$ cat config.mk
export PLATFORM = sky130hd
export DESIGN_NAME = uart_rx_wake_ctrl
export DESIGN_NICKNAME = d
export VERILOG_FILES = /design/src/rtl/uart_wake_pkg.sv /design/src/rtl/uart_wake_decide.sv /design/src/rtl/uart_wake_irq.sv /design/src/rtl/uart_rx_wake_ctrl.sv
export SDC_FILE = /design/constraint.sdc
export NUM_CORES = 1
export LEC_CHECK = 0
export BUFFER_PORTS_ARGS = -buffer_cell sky130_fd_sc_hd__buf_2
export CORE_MARGIN = 8
export CORE_UTILIZATION = 47
export DETAILED_ROUTE_END_ITERATION = 10
export PLACE_DENSITY = 0.81
export SLEW_MARGIN = 10
export SYNTH_ARGS = -nofsm -noshare
export SYNTH_HDL_FRONTEND = slang
export SYNTH_HIERARCHICAL = 1
export SYNTH_SLANG_ARGS = --single-unit
$ cat constraint.sdc
create_clock -name clk -period 3.5 [get_ports clk]
set_input_delay 0 -clock clk [delete_from_list [all_inputs] [get_ports clk]]
set_output_delay 0 -clock clk [all_outputs]
set_load 0.01 [all_outputs]
$ cat src/rtl/uart_wake_pkg.sv
package uart_wake_pkg;

    typedef enum logic {
        WAKE_IDLE_LINE = 1'b0,
        WAKE_ADDR_MARK = 1'b1
    } wake_mode_e;

    typedef struct packed {
        logic rx_en;
        logic mute;
        logic rx_ie;
        logic idle_ie;
    } ctrl_t;

    typedef struct packed {
        logic full;
        logic ovr;
        logic idle;
        logic seen;   // a byte was delivered since enable
    } flags_t;

endpackage

$ cat src/rtl/uart_wake_decide.sv
module uart_wake_decide
    import uart_wake_pkg::*;
(
    input  wake_mode_e mode,
    input  logic       rx_en,
    input  logic       mute,
    input  logic       seen,
    input  logic       byte_vld,
    input  logic       byte_msb,
    input  logic       idle_det,
    output logic       deliver,
    output logic       wake,
    output logic       idle_set
);
    logic byte_ok;
    logic idle_ok;
    logic addr_wake;
    logic line_wake;

    always_comb begin
        byte_ok   = byte_vld & rx_en;
        idle_ok   = idle_det & rx_en;
        addr_wake = (mode == WAKE_ADDR_MARK) & mute & byte_ok & byte_msb;
        line_wake = (mode == WAKE_IDLE_LINE) & mute & idle_ok & seen;
        wake      = addr_wake | line_wake;
        deliver   = byte_ok & (~mute | addr_wake);
        idle_set  = idle_ok & ~mute;
    end
endmodule

$ cat src/rtl/uart_wake_irq.sv
module uart_wake_irq
    import uart_wake_pkg::*;
(
    input  ctrl_t  ctrl,
    input  flags_t flg,
    output logic   irq
);
    always_comb begin
        irq = (ctrl.rx_ie & (flg.full | flg.ovr)) | (ctrl.idle_ie & flg.idle);
    end
endmodule

$ cat src/rtl/uart_rx_wake_ctrl.sv
module uart_rx_wake_ctrl
    import uart_wake_pkg::*;
#(
    parameter int DATA_W = 8
) (
    input  logic              clk,
    input  logic              rst_n,
    input  logic              cfg_wr,
    input  logic              cfg_rx_en,
    input  logic              cfg_mute,
    input  logic              cfg_rx_ie,
    input  logic              cfg_idle_ie,
    input  logic              wake_addr_mode,
    input  logic              rx_byte_vld,
    input  logic [DATA_W-1:0] rx_byte_data,
    input  logic              rx_idle_det,
    input  logic              rd_data,
    input  logic              flag_clr,
    output logic              rx_en,
    output logic              mute,
    output logic              rx_ie,
    output logic              idle_ie,
    output logic [DATA_W-1:0] rdata,
    output logic              rx_full,
    output logic              overrun,
    output logic              idle_flag,
    output logic              irq
);
    localparam int MARK_BIT = DATA_W - 1;

    typedef struct packed {
        ctrl_t             ctrl;
        flags_t            flg;
        logic [DATA_W-1:0] data;
    } state_t;

    state_t     s_d, s_q;
    wake_mode_e mode;
    logic       deliver, wake, idle_set;
    logic       full_after_rd;
    logic       mute_locked;

    assign mode = wake_mode_e'(wake_addr_mode);

    uart_wake_decide u_decide (
        .mode     (mode),
        .rx_en    (s_q.ctrl.rx_en),
        .mute     (s_q.ctrl.mute),
        .seen     (s_q.flg.seen),
        .byte_vld (rx_byte_vld),
        .byte_msb (rx_byte_data[MARK_BIT]),
        .idle_det (rx_idle_det),
        .deliver  (deliver),
        .wake     (wake),
        .idle_set (idle_set)
    );

    uart_wake_irq u_irq (
        .ctrl (s_q.ctrl),
        .flg  (s_q.flg),
        .irq  (irq)
    );

    always_comb begin
        s_d           = s_q;
        full_after_rd = s_q.flg.full & ~rd_data;
        mute_locked   = (mode == WAKE_ADDR_MARK) & s_q.flg.full;

        // software control write
        if (cfg_wr) begin
            s_d.ctrl.rx_en   = cfg_rx_en;
            s_d.ctrl.rx_ie   = cfg_rx_ie;
            s_d.ctrl.idle_ie = cfg_idle_ie;
            if (!mute_locked) begin
                s_d.ctrl.mute = cfg_mute;
            end
        end

        // hardware wake-up overrides the write
        if (wake) begin
            s_d.ctrl.mute = 1'b0;
        end

        // holding register and flags
        s_d.flg.full = full_after_rd;
        if (flag_clr) begin
            s_d.flg.ovr  = 1'b0;
            s_d.flg.idle = 1'b0;
        end
        if (deliver) begin
            s_d.flg.seen = 1'b1;
            if (full_after_rd) begin
                s_d.flg.ovr = 1'b1;
            end else begin
                s_d.flg.full = 1'b1;
                s_d.data     = rx_byte_data;
            end
        end
        if (idle_set) begin
            s_d.flg.idle = 1'b1;
        end

        // byte history restarts whenever the receiver is off
        if (!s_d.ctrl.rx_en) begin
            s_d.flg.seen = 1'b0;
        end
    end

    always_ff @(posedge clk or negedge rst_n) begin
        if (!rst_n) begin
            s_q <= '0;
        end else begin
            s_q <= s_d;
        end
    end

    assign rx_en     = s_q.ctrl.rx_en;
    assign mute      = s_q.ctrl.mute;
    assign rx_ie     = s_q.ctrl.rx_ie;
    assign idle_ie   = s_q.ctrl.idle_ie;
    assign rdata     = s_q.data;
    assign rx_full   = s_q.flg.full;
    assign overrun   = s_q.flg.ovr;
    assign idle_flag = s_q.flg.idle;
endmodule

==> out/metrics.csv, run 1 <==
stage,metric,value,unit
outcome,outcome,"finished, final reports clean",
timing,Final min period,1.46,ns
timing,Clock Skews,0.00163,ns
setup_path,slowest CP cell,dfrtp_1,
cts,CTS tree,built,
logic_synthesis,"Distinct cells, synth",18,
floorplan,Die W,56.0,microns
routing,Avg Vias per Cell,4.89,
finish,area of the multi-input gates,285,sq um
routing,first-iteration detailed-routing DRC count,3,
timing,final hold vios,0,
cts,"CTS clk-pin slew, worst paths",0.09,ns
finish,layout cells sized above 1,51.0,%
timing,Final Max Slew Viols,0,
global_route,first-pass GRT wire length,3030,microns
routing,final wirelength,1940,microns
logic_synthesis,Post-Syn Nets,78,
finish,Nets,125,
setup_path,Worst Path Arrival,1.64,ns
power_and_ir_drop,Worst IR Drop VDD,0.000215,V
logic_synthesis,Yosys reg bits,16,
global_route,vias in the first global route,616,
setup_path,crit path cell chain,nand2_1 -> a21oi_1 -> nand2_4 -> mux2_4,
setup_path,CP bufs+invs,0,
timing,Max transition margin,72.9,%
logic_synthesis,Mapped Area,753,sq um
power_and_ir_drop,PD cells,517,nW/um^2
cts,number of CTS-inserted buffers,3,
finish,register area,400,sq um
floorplan,Die Span Y,56.0,microns
setup_path,Top Family by Delay on Critical Path,flip-flops,
setup_path,crit-path max FO,8,
placement,routability cong.,0.748,
floorplan,Starting Density,50.0,%
global_route,GR Overflow Total,0,
cts,clock sink count,16,
logic_synthesis,sequential fraction of the synthesis area,53.2,%
setup_path,crit end category,flop,
hold_path,Worst Hold Class,input pin to flop,
finish,area delta synth->final,42.7,%
cts,Bufs on Longest Clock Path,2,
setup_path,CP Class,flop to flop,
cts,CTS HTree Levels,1,
floorplan,io pins,36,
job,number of max-cap violations,0,
setup_path,Startpoint Class,flop,
routing,Vias,587,
logic_synthesis,synth warn,6,
timing,crit share post-route,41.8,%
cts,Root Driver,clkbuf_4,
cts,post-CTS setup buffer count,0,
logic_synthesis,Mean Syn Cell Area,13.0,sq um
timing,Fmax,684,MHz
timing,RSZ-0062 raised after global routing,no,
finish,Antenna Cells,0,
timing,final setup TNS,0,ns
global_route,largest net degree at the start of global routing,17,
routing,residual DRC count,0,
routing,First-pass DRT Iterations,4,
finish,fin util,71.3,%
timing,endpoints failing setup,0,
setup_path,CP required,3.68,ns
floorplan,row count,14,
global_route,Overall Global Routing Usage,12.7,%
placement,Port Buffers,35,
routing,ANT nets after route,0,
power_and_ir_drop,Leak Pwr,0.578,nW
floorplan,die area,3140,sq um
routing,Routed wire per std cell,16.2,microns
logic_synthesis,cell count after synthesis,58,
cts,clk_lat worst skew,0.28,ns
setup_path,CP max stage delay,0.41,ns
finish,fillcell total,96,
floorplan,Core Box Area,1510,sq um
timing,worst-margin pin slew,0.406,ns
global_route,initial antenna violation count,0,
-- stage by stage --
step	cells	power, mW	worst slack (ns)	area, sq um	hold WS, ns
2_1_floorplan	58	0.394	2.16	753	-0.296
3_3_place_gp	101	0.418	2.17	888	-0.0806
5_1_grt	120	0.589	1.98	1070	0.0119
6_report	120	0.555	2.04	1070	0.0201
4_1_cts	119	0.558	2.05	1060	0.00433
3_5_place_dp	101	0.426	2.10	888	-0.0773
-- cell usage after synthesis (all sizes together) --
library cell / number / area [sq um]
buf: 8 / 60.1
dfrtp: 16 / 400
inv: 2 / 7.51
nand2: 8 / 37.5
o21a: 1 / 7.51
o2bb2ai: 1 / 8.76
mux2i: 1 / 10.0
o21ai: 1 / 5.00
mux2: 11 / 154
nand2b: 1 / 13.8
nand3: 1 / 5.00
nor2: 2 / 7.51
a21oi: 2 / 10.0
a21o: 1 / 7.51
a21boi: 1 / 11.3
nand3b: 1 / 7.51
-- layout make-up --
class                           instances  area share [%]
Timing Repair Buffer                   50            30.3
Inverter                                2           0.698
Clock buffer                            4            3.38
Multi-Input combinational cell         32            26.5
Sequential cell                        16            37.3
Tap cell                               16            1.86
-- cells by family (layout without fill, tap and decap cells) --
| kind of cell | after synthesis | after routing | synth area share, % |
|---|---|---|---|
| AO/OA/AOI/OAI | 7 | 7 | 6.64 |
| buffers and inverters | 10 | 56 | 8.97 |
| flip-flops | 16 | 16 | 53.2 |
| multiplexers | 12 | 12 | 21.8 |
| AND/OR/NAND/NOR | 13 | 13 | 9.47 |
-- registers in the layout (all words and copies together), names as in the netlist --
| register | flops |
|---|---|
| s_q | 1 |
| mute | 1 |
| idle_ie | 1 |
| idle_flag | 1 |
| rx_en | 1 |
| overrun | 1 |
| rx_full | 1 |
| rdata | 8 |
| rx_ie | 1 |
-- report_power, final --
group	switching (mW)	internal [mW]	total [mW]	leakage, nW
sequential	0.0312	0.227	0.259	0.194
combinational	0.0737	0.103	0.177	0.363
clock	0.0564	0.0634	0.120	0.0210
-- routing by layer --
layer  part of all wire, %  GRT usage, %  up-vias
met2                    54          22.5       25
met3                   7.7          4.34        7
li1                      -             -      281
met1                    34          11.2      274
met4                   4.5          9.97        0
met5                     0             0        -
-- worst paths after layout --
path / depth (start not counted) / slack [ns] / start / to
worst max-delay path: 4 / 2.04 / rx_en / rdata[6]
worst min-delay path: 2 / 0.02 / cfg_wr / rx_ie
worst max register to register: 4 / 2.04 / rx_en / rdata[6]
worst min register to register: 1 / 0.51 / rdata[4] / rdata[4]
max in group asynchronous: 2 / 3.06 / rst_n / rdata[4]
min in group asynchronous: 2 / 0.18 / rst_n / mute
-- layout by cell type, fill, tap and decap left out, types with 2 or more instances in the layout --
cell and instances:
mux2_4 8, buf_2 35, dlygate4sd3_1 15, mux2_2 3, nor2_1 2, a21oi_1 2
nand2_1 7, dfrtp_1 16, clkbuf_4 3, inv_1 2
-- worst reg2reg max path, delay by kind of cell, from the launching register on --
family             cells  cell delay, ns
AOI/OAI and AO/OA      1            0.34
DFF                    1            0.41
muxes                  1            0.34
and+or+nand+nor        2            0.27
-- what timing repair did --
action,4_1_cts,5_1_grt
endpoints found under the setup margin,0,0
hold endpoints to repair,30,1
hold buffers,14,1
gates resized for setup,0,0
Power figures use the tool's default switching activity.
==> run 2: changes to the inputs <==
Settings changed: CORE_UTILIZATION 47 to 44, PLACE_DENSITY 0.81 to 0.77.
Clock period 3.5 ns to 1.4 ns, I/O delays scaled along.
==> run 2 against run 1 <==
Compared with the run above:
- routed wire length decreased by 9.5%
- core utilization decreased by 6.2 points
- clock skew increased by 0.00054 ns
- critical endpoint is now rdata[7]
- register-to-register slack got worse by 1.9 ns
- hold slack got worse by 0.0065 ns
==> out/metrics.csv, run 2 (synthesis results as in run 1) <==
stage,metric,value,unit,change
setup_path,slowest CP cell,dlygate4sd3_1,,was dfrtp_1
setup_path,CP required,1.57,ns,was 3.68 ns
routing,first-iteration detailed-routing DRC count,4,,was 3
finish,fillcell total,130,,was 96
global_route,vias in the first global route,620,,was 616
cts,Bufs on Longest Clock Path,2,,unchanged
placement,DP HPWL,1250,microns,
cts,PostCTS Resize Cnt,0,,unchanged
routing,final wirelength,1750,microns,was 1940 microns
setup_path,CP bufs+invs,2,,was 0
hold_path,Worst Hold Class,input pin to flop,,unchanged
setup_path,crit end category,flop,,unchanged
setup_path,Worst Path Arrival,1.47,ns,was 1.64 ns
timing,final setup margin,0.0997,ns,was 2.04 ns
floorplan,Core Box Area,1670,sq um,was 1510 sq um
finish,max FFs per register,8,,unchanged
global_route,GR Overflow Total,0,,unchanged
power_and_ir_drop,Leak Pwr,0.589,nW,was 0.578 nW
timing,Final Max Slew Viols,0,,unchanged
floorplan,row count,15,,was 14
routing,Routed wire per std cell,14.3,microns,was 16.2 microns
timing,final setup TNS,0,ns,unchanged
routing,residual DRC count,0,,unchanged
finish,"commonest cells after routing, fill and taps aside","buf_2 (35), dfrtp_1 (16), dlygate4sd3_1 (14)",,"was buf_2 (35), dfrtp_1 (16), dlygate4sd3_1 (15)"
routing,Vias,558,,was 587
cts,CTS tree,built,,unchanged
placement,pre-CTS WS,0.120,ns,was 2.10 ns
cts,post-CTS setup buffer count,0,,unchanged
timing,endpoints failing setup,0,,unchanged
power_and_ir_drop,Worst IR Drop VDD,0.000779,V,was 0.000215 V
floorplan,Die W,57.4,microns,was 56.0 microns
finish,"commonest non-fill, non-tap cell in the layout",buf_2,,unchanged
routing,ANT nets after route,0,,unchanged
cts,clock sink count,16,,unchanged
finish,Antenna Cells,0,,unchanged
cts,Root Driver,clkbuf_4,,unchanged
setup_path,CP max stage delay,0.52,ns,was 0.41 ns
outcome,outcome,"finished, final reports clean",,unchanged
global_route,first-pass GRT wire length,2880,microns,was 3030 microns
cts,CTS HTree Levels,1,,unchanged
setup_path,crit path cell chain,dlygate4sd3_1 -> buf_2 -> nand2_1 -> a21oi_1 -> nand2_4 -> mux2_4,,was nand2_1 -> a21oi_1 -> nand2_4 -> mux2_4
timing,Fmax,769,MHz,
timing,Final min period,1.30,ns,
cts,"CTS clk-pin slew, worst paths",0.10,ns,was 0.09 ns
routing,Avg Vias per Cell,4.54,,was 4.89
routing,First-pass DRT Iterations,4,,unchanged
floorplan,Die Span Y,57.4,microns,was 56.0 microns
timing,crit share post-route,92.9,%,
job,number of max-cap violations,0,,unchanged
placement,Port Buffers,35,,unchanged
timing,RSZ-0062 raised after global routing,no,,unchanged
cts,number of CTS-inserted buffers,3,,unchanged
placement,placed cell count,105,,was 101
power_and_ir_drop,PD cells,1280,nW/um^2,was 517 nW/um^2
finish,Finished Layout Cells,123,,was 120
finish,layout cells sized above 1,52.8,%,was 51.0%
floorplan,Starting Density,45.1,%,was 50.0%
timing,Clock Skews,0.00217,ns,was 0.00163 ns
setup_path,Startpoint Class,input pin,,was flop
global_route,Overall Global Routing Usage,11.3,%,was 12.7%
finish,area of the multi-input gates,285,sq um,unchanged
global_route,largest net degree at the start of global routing,17,,unchanged
setup_path,CP Class,input pin to flop,,was flop to flop
floorplan,die area,3290,sq um,was 3140 sq um
finish,fin util,65.2,%,was 71.3%
floorplan,io pins,36,,unchanged
setup_path,Top Family by Delay on Critical Path,buffers and inverters,,was flip-flops
placement,routability cong.,0.723,,was 0.748
timing,Max transition margin,76.3,%,was 72.9%
timing,worst-margin pin slew,0.355,ns,was 0.406 ns
timing,final hold vios,0,,unchanged
finish,area delta synth->final,44.5,%,was 42.7%
finish,Nets,127,,was 125
setup_path,crit-path max FO,8,,unchanged
finish,register area,400,sq um,unchanged
cts,clk_lat worst skew,0.27,ns,was 0.28 ns
global_route,initial antenna violation count,0,,unchanged
## run 2: cell count changes in the layout (fill, tap and decap cells not counted), sizes merged
cell         previous run  this run
buf                    35        38
dlygate4sd3            15        14
## run 2: per-layer routing
layer / up-vias / part of all wire [%] / GRT usage (%)
met4: 0 / 2.1 / 6.43
met5: - / 0 / 0
li1: 284 / - / -
met1: 250 / 40 / 12.0
met2: 22 / 50 / 19.0
met3: 2 / 8.6 / 4.04
## run 2: report_power, final
part           internal, mW  switching, mW  leakage (nW)
logic                 0.269          0.188         0.374
registers             0.568         0.0678         0.194
clock network         0.158          0.141        0.0210
total                 0.995          0.397         0.589
## run 2: final cells by class
| type | count | area share [%] |
|---|---|---|
| well taps | 17 | 1.95 |
| flip-flops and latches | 16 | 36.8 |
| clock buffers | 4 | 3.33 |
| multi-input cells | 32 | 26.2 |
| repair buffers | 52 | 31.0 |
| inverters | 2 | 0.690 |
## run 2: metrics by stage
| stage | instance area, sq um | hold WS [ns] | power, mW |
|---|---|---|---|
| 6_report | 1090 | 0.0137 | 1.39 |
| 5_1_grt | 1090 | 0.0144 | 1.47 |
| 4_1_cts | 1090 | 0.00613 | 1.41 |
| 3_5_place_dp | 912 | -0.0681 | 1.07 |
| 3_3_place_gp | 912 | -0.0751 | 1.06 |
| 2_1_floorplan | 753 | -0.296 | 0.986 |
## run 2: path summary, 6_finish.rpt
check	to	slack (ns)	cells after the start	startpoint
max	rdata[7]	0.1	6	rx_byte_data[7]
min	rx_full	0.01	3	rd_data
max reg2reg	rdata[7]	0.13	3	mute
min reg2reg	rdata[4]	0.51	1	rdata[4]
max in group asynchronous	rx_ie	0.99	2	rst_n
min in group asynchronous	rdata[4]	0.15	2	rst_n
## run 2: timing repair
item                                    in CTS  in global routing
endpoints found under the setup margin       0                  0
hold endpoints to repair                    29                  0
hold buffers                                14                  0
## run 2: tightest hold or removal path, delay by kind of cell
kind	cells	cell delay [ns]
buffers and inverters	1	0.07
and+or+nand+nor	2	0.19
==> run 3: changes to the inputs <==
Settings changed: ABC_AREA set to 1, PLACE_DENSITY 0.77 to 0.76.
==> run 3 against run 2 <==
Compared with the run above:
- clock-buffer cell count down 1
- sequential share of layout area up 0.91 points
- fmax up 7.9%
- largest power group unchanged
- via count up 30%
- hold slack worse by 0.0031 ns
- power down 11%
- highest routed layer unchanged
==> out/metrics.csv, run 3 <==
stage,metric,value,unit,change
outcome,outcome,"finished, final reports clean",,unchanged
setup_path,crit end category,flop,,unchanged
timing,Final min period,1.20,ns,was 1.30 ns
timing,Fmax,830,MHz,was 769 MHz
timing,Clock Skews,0.00445,ns,was 0.00217 ns
routing,Vias,723,,was 558
logic_synthesis,synth warn,6,,unchanged
logic_synthesis,Synth Flop Type,dfrtp_1,,unchanged
logic_synthesis,Post-Syn Nets,115,,was 78
finish,"commonest cells after routing, fill and taps aside","buf_2 (35), nand2_1 (31), dfrtp_1 (16)",,"was buf_2 (35), dfrtp_1 (16), dlygate4sd3_1 (14)"
cts,number of CTS-inserted buffers,3,,unchanged
logic_synthesis,"EDFF count, synth",0,,unchanged
timing,RSZ-0062 raised after global routing,no,,unchanged
logic_synthesis,sequential fraction of the synthesis area,51.4,%,was 53.2%
routing,met2 wire length,894,microns,was 871 microns
logic_synthesis,Post-Synth Adder-Cell Area,0,%,unchanged
job,number of max-cap violations,0,,unchanged
logic_synthesis,commonest cells in the netlist,"nand2_1 (31), dfrtp_1 (16), inv_1 (12)",,"was dfrtp_1 (16), buf_4 (8), mux2_4 (8)"
cts,Bufs on Longest Clock Path,2,,unchanged
timing,worst-margin pin slew,0.350,ns,was 0.355 ns
finish,area delta synth->final,36.5,%,was 44.5%
finish,max FFs per register,8,,unchanged
finish,Nets,160,,was 127
logic_synthesis,top cell type's share of synthesized area,51.4,%,was 53.2%
finish,layout cells sized above 1,31.2,%,was 52.8%
routing,First-pass DRT Iterations,4,,unchanged
power_and_ir_drop,Leak Pwr,0.617,nW,was 0.589 nW
cts,CTS HTree Levels,1,,unchanged
routing,DR WL met3,102,microns,was 151 microns
logic_synthesis,xor and xnor area share after synthesis,0,%,unchanged
routing,first-iteration detailed-routing DRC count,19,,was 4
power_and_ir_drop,Worst IR Drop VDD,0.000690,V,was 0.000779 V
timing,endpoints failing setup,0,,unchanged
global_route,vias in the first global route,778,,was 620
finish,fin util,62.9,%,was 65.2%
timing,crit share post-route,86.1,%,was 92.9%
logic_synthesis,Post-Synth Simple-Gate Area,25.2,%,was 9.47%
logic_synthesis,cell count after synthesis,95,,was 58
placement,DP HPWL,1330,microns,was 1250 microns
cts,"CTS clk-pin slew, worst paths",0.09,ns,was 0.10 ns
timing,Max transition margin,76.6,%,was 76.3%
logic_synthesis,Compound-Gate Fraction of Synth Area,6.43,%,was 6.64%
finish,Antenna Cells,0,,unchanged
timing,Final Max Slew Viols,0,,unchanged
floorplan,Die W,58.1,microns,was 57.4 microns
placement,routability cong.,0.684,,was 0.723
power_and_ir_drop,final total power,1.24,mW,was 1.39 mW
setup_path,CP Class,flop to flop,,was input pin to flop
floorplan,Die Span Y,58.1,microns,was 57.4 microns
logic_synthesis,largest family of logic cells by synthesized area,simple AND/OR/NAND/NOR gates,,was multiplexers
floorplan,Core Box Area,1690,sq um,was 1670 sq um
cts,CTS tree,built,,unchanged
logic_synthesis,largest area contributor in the netlist,dfrtp_1,,unchanged
cts,Root Driver,clkbuf_4,,unchanged
cts,clk_lat worst skew,0.29,ns,was 0.27 ns
routing,ANT nets after route,0,,unchanged
logic_synthesis,"Distinct cells, synth",14,,was 18
routing,final wirelength,1840,microns,was 1750 microns
routing,top sig layer,met4,,unchanged
placement,Port Buffers,35,,unchanged
setup_path,crit-path max FO,3,,was 8
routing,Avg Vias per Cell,4.66,,was 4.54
cts,clock sink count,16,,unchanged
routing,Routed wire per std cell,11.9,microns,was 14.3 microns
setup_path,Startpoint Class,flop,,was input pin
timing,final setup margin,0.195,ns,was 0.0997 ns
setup_path,CP required,1.58,ns,was 1.57 ns
hold_path,Worst Hold Class,input pin to flop,,unchanged
cts,post-CTS setup buffer count,0,,unchanged
finish,"commonest non-fill, non-tap cell in the layout",buf_2,,unchanged
logic_synthesis,Mapped Area,778,sq um,was 753 sq um
logic_synthesis,most common cell in the netlist,nand2_1,,was dfrtp_1
global_route,largest net degree at the start of global routing,17,,unchanged
global_route,Overall Global Routing Usage,12.5,%,was 11.3%
floorplan,row count,15,,unchanged
logic_synthesis,mux cell area share after synthesis,0,%,was 21.8%
global_route,first-pass GRT wire length,3330,microns,was 2880 microns
logic_synthesis,"top cells by area, synth","dfrtp_1 (51%), nand2_1 (15%), buf_4 (7.7%)",,"was dfrtp_1 (53%), mux2_4 (16%), buf_4 (8.0%)"
setup_path,Worst Path Arrival,1.38,ns,was 1.47 ns
setup_path,Worst R2R Setup Slack,0.20,ns,was 0.13 ns
global_route,GR Overflow Total,0,,unchanged
logic_synthesis,"FFs w/ async S/R, synth",100,%,unchanged
timing,final setup TNS,0,ns,unchanged
routing,residual DRC count,0,,unchanged
logic_synthesis,Yosys reg bits,16,,unchanged
cts,PostCTS Resize Cnt,0,,unchanged
routing,Metal-1 WL,800,microns,was 694 microns
logic_synthesis,Mean Syn Cell Area,8.19,sq um,was 13.0 sq um
power_and_ir_drop,PD cells,1170,nW/um^2,was 1280 nW/um^2
timing,final hold vios,0,,unchanged
floorplan,Starting Density,46.1,%,was 45.1%
global_route,initial antenna violation count,0,,unchanged
floorplan,die area,3370,sq um,was 3290 sq um
floorplan,io pins,36,,unchanged
placement,pre-CTS WS,0.308,ns,was 0.120 ns
==> run 3: cell types whose count changed in the layout (fill, tap and decap cells not counted), moves of 2 or more <==
cell,delta
mux2_4,-8
inv_1,+10
buf_4,-2
nand3_1,+8
mux2_2,-3
nand2_1,+24
nor2_1,+4
o21ai_0,+2
nand2_2,+2
==> run 3: worst paths after layout <==
check,depth (start not counted),start,to
setup / recovery,3,idle_ie,idle_ie
hold / removal,5,cfg_rx_en,rx_en
setup reg to reg,3,idle_ie,idle_ie
hold reg to reg,2,rdata[3],rdata[3]
max in group asynchronous,2,rst_n,rdata[5]
min in group asynchronous,2,rst_n,idle_ie
==> run 3: repair_timing <==
action,4_1_cts,5_1_grt
hold buffers,14,0
endpoints found under the hold margin,28,0
endpoints found under the setup margin,0,0
==> run 3: report_power, final <==
part	total [mW]	leakage, nW	switching (mW)	internal, mW
combinational	0.377	0.404	0.203	0.174
sequential	0.624	0.199	0.0623	0.561
clock	0.239	0.0138	0.139	0.100
total	1.24	0.617	0.404	0.836
==> run 3: cells by family (layout without fill, tap and decap cells) <==
family | after synthesis | after routing
flops | 16 | 16
simple gates | 48 | 48
buf+inv | 23 | 66
compound gates | 8 | 8
==> run 3: routing by layer <==
| metal | GRT usage [%] | up-vias |
|---|---|---|
| met5 | 0 | - |
| met4 | 6.29 | 0 |
| met1 | 13.8 | 327 |
| met3 | 3.09 | 5 |
| li1 | - | 366 |
| met2 | 21.7 | 25 |
==> run 3: final cells by class <==
type                       instances  area, sq um
inverter                          13         48.8
sequential                        16          400
fill                             145          627
tap                               17         21.3
multi-input combinational         56          246
timing repair buffer              50          323
clock buffer                       3         22.5
==> run 3: per-stage QoR <==
step	cell area [sq um]	std cells	hold slack (ns)
floorplan	778	95	-0.296
global placement	900	138	-0.0728
detailed placement	900	138	-0.0682
CTS	1060	155	0.00769
global route	1060	155	0.0577
finish	1060	155	0.0106
==> run 3: critical path, stage by stage, from the launching register on <==
cell and delay, ns:
dfrtp_1 0.41, inv_1 0.07, o21ai_0 0.06, dlygate4sd3_1 0.56
